$ cat config.mk
export PLATFORM = sky130hd
export DESIGN_NAME = bus_strap_cfg
export DESIGN_NICKNAME = d
export VERILOG_FILES = /design/src/rtl/bus_strap_cfg.sv
export SDC_FILE = /design/constraint.sdc
export NUM_CORES = 1
export LEC_CHECK = 0
export BUFFER_PORTS_ARGS = -buffer_cell sky130_fd_sc_hd__buf_4
export CORE_MARGIN = 2
export CORE_UTILIZATION = 28
export DETAILED_ROUTE_END_ITERATION = 16
export PLACE_DENSITY = 0.78
export SLEW_MARGIN = 25
export SYNTH_ARGS = -nofsm -noshare
export SYNTH_HDL_FRONTEND = slang
export SYNTH_SLANG_ARGS = --single-unit
$ cat constraint.sdc
create_clock -name clk -period 2.4 [get_ports clk]
set_input_delay 0.72 -clock clk [delete_from_list [all_inputs] [get_ports clk]]
set_output_delay 0.72 -clock clk [all_outputs]
set_load 0.02 [all_outputs]
$ cat src/rtl/bus_strap_cfg.sv
module bus_strap_cfg #(
  parameter int DW = 16
) (
  input  logic          clk,
  input  logic          rst,
  input  logic [1:0]    strap_bus,
  input  logic          strap_wr,
  input  logic [1:0]    strap_cs,
  input  logic          int_start,
  input  logic          sw_we,
  input  logic [5:0]    sw_wdata,
  input  logic          bus_drv,
  input  logic          bus_phase,
  input  logic [DW-1:0] bus_addr,
  input  logic [DW-1:0] bus_wdata,
  output logic [5:0]    cfg_rd,
  output logic [DW-1:0] p0_out,
  output logic [DW-1:0] p0_oe,
  output logic [DW-1:0] p1_out,
  output logic [DW-1:0] p1_oe,
  output logic          bhe_en,
  output logic          wr_split,
  output logic [3:0]    cs_en
);
  localparam int HW = DW / 2;
  localparam logic [DW-1:0] ALL_ON = {DW{1'b1}};
  localparam logic [DW-1:0] LOW_ON = {{(DW-HW){1'b0}}, {HW{1'b1}}};

  logic [1:0] bus_type, cs_cnt, bt_smp;
  logic       byte_dis, wr_cfg;

  assign bt_smp = int_start ? 2'b00 : strap_bus;

  always_ff @(posedge clk) begin
    if (rst) begin
      bus_type <= bt_smp;
      byte_dis <= ~bt_smp[1];
      wr_cfg   <= ~strap_wr;
      cs_cnt   <= strap_cs;
    end else if (sw_we) begin
      bus_type <= sw_wdata[1:0];
      byte_dis <= sw_wdata[2];
      wr_cfg   <= sw_wdata[3];
    end
  end

  wire wide = bus_type[1];
  wire mux  = bus_type[0];
  wire [DW-1:0] data_oe = wide ? ALL_ON : LOW_ON;

  assign cfg_rd   = {cs_cnt, wr_cfg, byte_dis, bus_type};
  assign p0_out   = (mux && !bus_phase) ? bus_addr : bus_wdata;
  assign p1_out   = bus_addr;
  assign p1_oe    = (!mux && bus_drv) ? ALL_ON : '0;
  assign p0_oe    = !bus_drv ? '0 :
                    bus_phase ? data_oe :
                    mux ? ALL_ON : '0;
  assign bhe_en   = !byte_dis && !wr_cfg;
  assign wr_split = wr_cfg;

  always_comb begin
    case (cs_cnt)
      2'b00:   cs_en = 4'b1111;
      2'b01:   cs_en = 4'b0000;
      2'b10:   cs_en = 4'b0011;
      default: cs_en = 4'b0111;
    endcase
  end
endmodule


==> results.cfg <==
[outcome]
status = completed

[route]
drc = 0
ant_nets = 0
wl_per_cell_um = 11.4
dr_wl_met3_um = 326
drt-total-wl_um = 2430
vias_per_cell = 4.03
drt_iter0_drc = 10
firstDrtPassIters = 2
top_layer = met4
wl_met1_um = 804
wl_met2_um = 1270
vias = 863

[floorplanning]
core_sq_um = 3100
ios = 125
start_util_pct = 30.0
die_area_sq_um = 3800
std_cell_rows = 20
die_h_um = 61.7
chipWidth_um = 61.7

[clock_network]
cts_setup_buffers = 0
cts_max_path_buffers = 2
postCtsResizedCells = 0
hold_buffers = 0
cts_sinks = 6
cts-root-buf = clkbuf_4
clk_pin_slew_worst_paths_ps = 50
htreeDepth = 1
cts_buffers = 3
cts_tree = done

[worst_setup_path]
startpoint_type = input port
crit_fanout = 8
crit_type = in -> out
cp.required_ps = 1680
cp.arrival_ps = 1610
cp-end-kind = output pin

[global_route]
overflow = 0
grt_max_degree = 18
track_usage_pct = 11.3
grt_pass1_vias = 785
grt_pass1_wl_um = 3110
antenna_found_initial = 0

[sta]
rsz0062_at_grt = false
worst-slew-pin-transition_ps = 241
maxSlewViolCount = 0
holdWs_ps = 648
slew_headroom_pct = 84.0
hold_viol = 0
setup_tns_ps = 0
setup_violations = 0
post-route-period-util_pct = 97.2
timing.fmax_mhz = 429
fin_crit_ps = 2330

[min_path]
whs_path_depth = 1
hold_end = cs_cnt[0]
min_path_type = in -> reg
hp-start = strap_cs[0]

[placement]
dp_hpwl_um = 2120
port_buffers = 122
gp_congestion = 0.683

[yosys]
syn_area_sq_um = 931
synthDistinctLibCells = 18
yosys_register_bits = 6
synthCells = 94
synth_edf_count = 6
syn_nets = 145
synth-main-ff-cell = edfxtp_1
postSynthAreaPerCell_sq_um = 9.90
synth_warnings = 0
synth-seq-area-share_pct = 19.4
postSynth.asyncResetShare_pct = 0

[layout]
final_nets = 223
syn_to_final_growth_pct = 66.8
drive_above_1_share_pct = 85.9
antenna_cells = 0

[power]
pwr-share-clk_pct = 14.2
vdd_drop_max_v = 0.000376
leakagePower_nw = 0.876
p_switching_w = 0.000267
combPwrFrac_pct = 65.2
netSwitchingFraction_pct = 40.1
power.density_nw_per_um2 = 429
intPower_w = 0.000399
power_frac_seq_pct = 20.6

[job]
cap_violations = 0
critical path, cell delays in order:
cell and delay [ps]:
buf_4 120, nand2b_2 280, mux2_4 330, buf_4 150
state kept, by name, indices dropped and copies added, names as in the netlist:
register / flops
wr_split: 1
bus_type: 2
byte_dis: 1
cs_cnt: 2
power groups by stage:
stage | Sequential, W | Combinational (W) | Clock, W
after global routing | 0.000139 | 0.000460 | 0.000102
after global placement | 0.000138 | 0.000434 | 0
after CTS | 0.000136 | 0.000439 | 0.0000983
final | 0.000137 | 0.000434 | 0.0000948
after floorplan | 0.000147 | 0.000292 | 0
after detailed placement | 0.000138 | 0.000438 | 0
cell families (layout without fill, tap and decap cells):
group           Yosys count  after routing  synth area share (%)
flops                     6              6                  19.4
simple gates              7              8                  5.51
compound gates            5              5                  3.49
fa+ha+maj                 2              2                  2.69
mux                      17             17                  24.1
buf+inv                  57            132                  44.9
placed cells by master (no fill, tap or decap):
master	n
buf_4	122
mux2_4	9
inv_1	7
mux2_2	7
edfxtp_1	6
clkbuf_4	3
nand3b_1	2
o21ai_0	2
o21a_1	2
ha_1	2
nand2b_4	1
and2b_2	1
nand2_1	1
a21boi_4	1
nor2_1	1
or2_2	1
mux2i_1	1
nand2b_2	1
synthesized netlist by cell type, drive strengths merged (2+ instances only):
cell type | n | share of area [%]
nand3b | 2 | 1.6
inv | 7 | 2.8
o21a | 2 | 1.6
ha | 2 | 2.7
buf | 50 | 42
edfxtp | 6 | 19
mux2 | 16 | 23
o21ai | 2 | 1.1
routing by layer:
layer / global-route usage, % / vias up
met4: 7.29 / 0
li1: - / 412
met1: 11.4 / 376
met2: 20.6 / 71
met5: 0 / -
met3: 2.73 / 4
stage by stage:
stage / util [%] / worst slack, ps / total power, W / cell area, sq um / cells
6_report: 50.0 / 67.0 / 0.000666 / 1550 / 214
5_1_grt: 50.0 / 43.6 / 0.000700 / 1550 / 214
4_1_cts: 49.8 / 9.57 / 0.000673 / 1540 / 213
3_5_place_dp: 49.0 / 10.2 / 0.000576 / 1520 / 210
3_3_place_gp: 49.0 / 20.4 / 0.000572 / 1520 / 210
2_1_floorplan: - / 81.9 / 0.000439 / 942 / 94
area by class of cell:
type,count,area (sq um)
clock buffers,3,22.5
fillers,300,1550
inverters,7,26.3
repair buffers,122,916
multi-input cells,32,353
well taps,44,55.1
flip-flops and latches,6,180
how the worst max path moves through the flow:
stage,start,endpoint,slack [ps]
4_1_cts,bus_phase,p0_out[4],10
2_1_floorplan,bus_phase,p0_oe[10],80
3_3_place_gp,bus_phase,p0_out[2],20
3_5_place_dp,bus_phase,p0_out[4],10
5_1_grt,bus_phase,p0_out[11],40
6_report,bus_phase,p0_out[11],70
No activity file was read; power rests on OpenSTA's default activity.
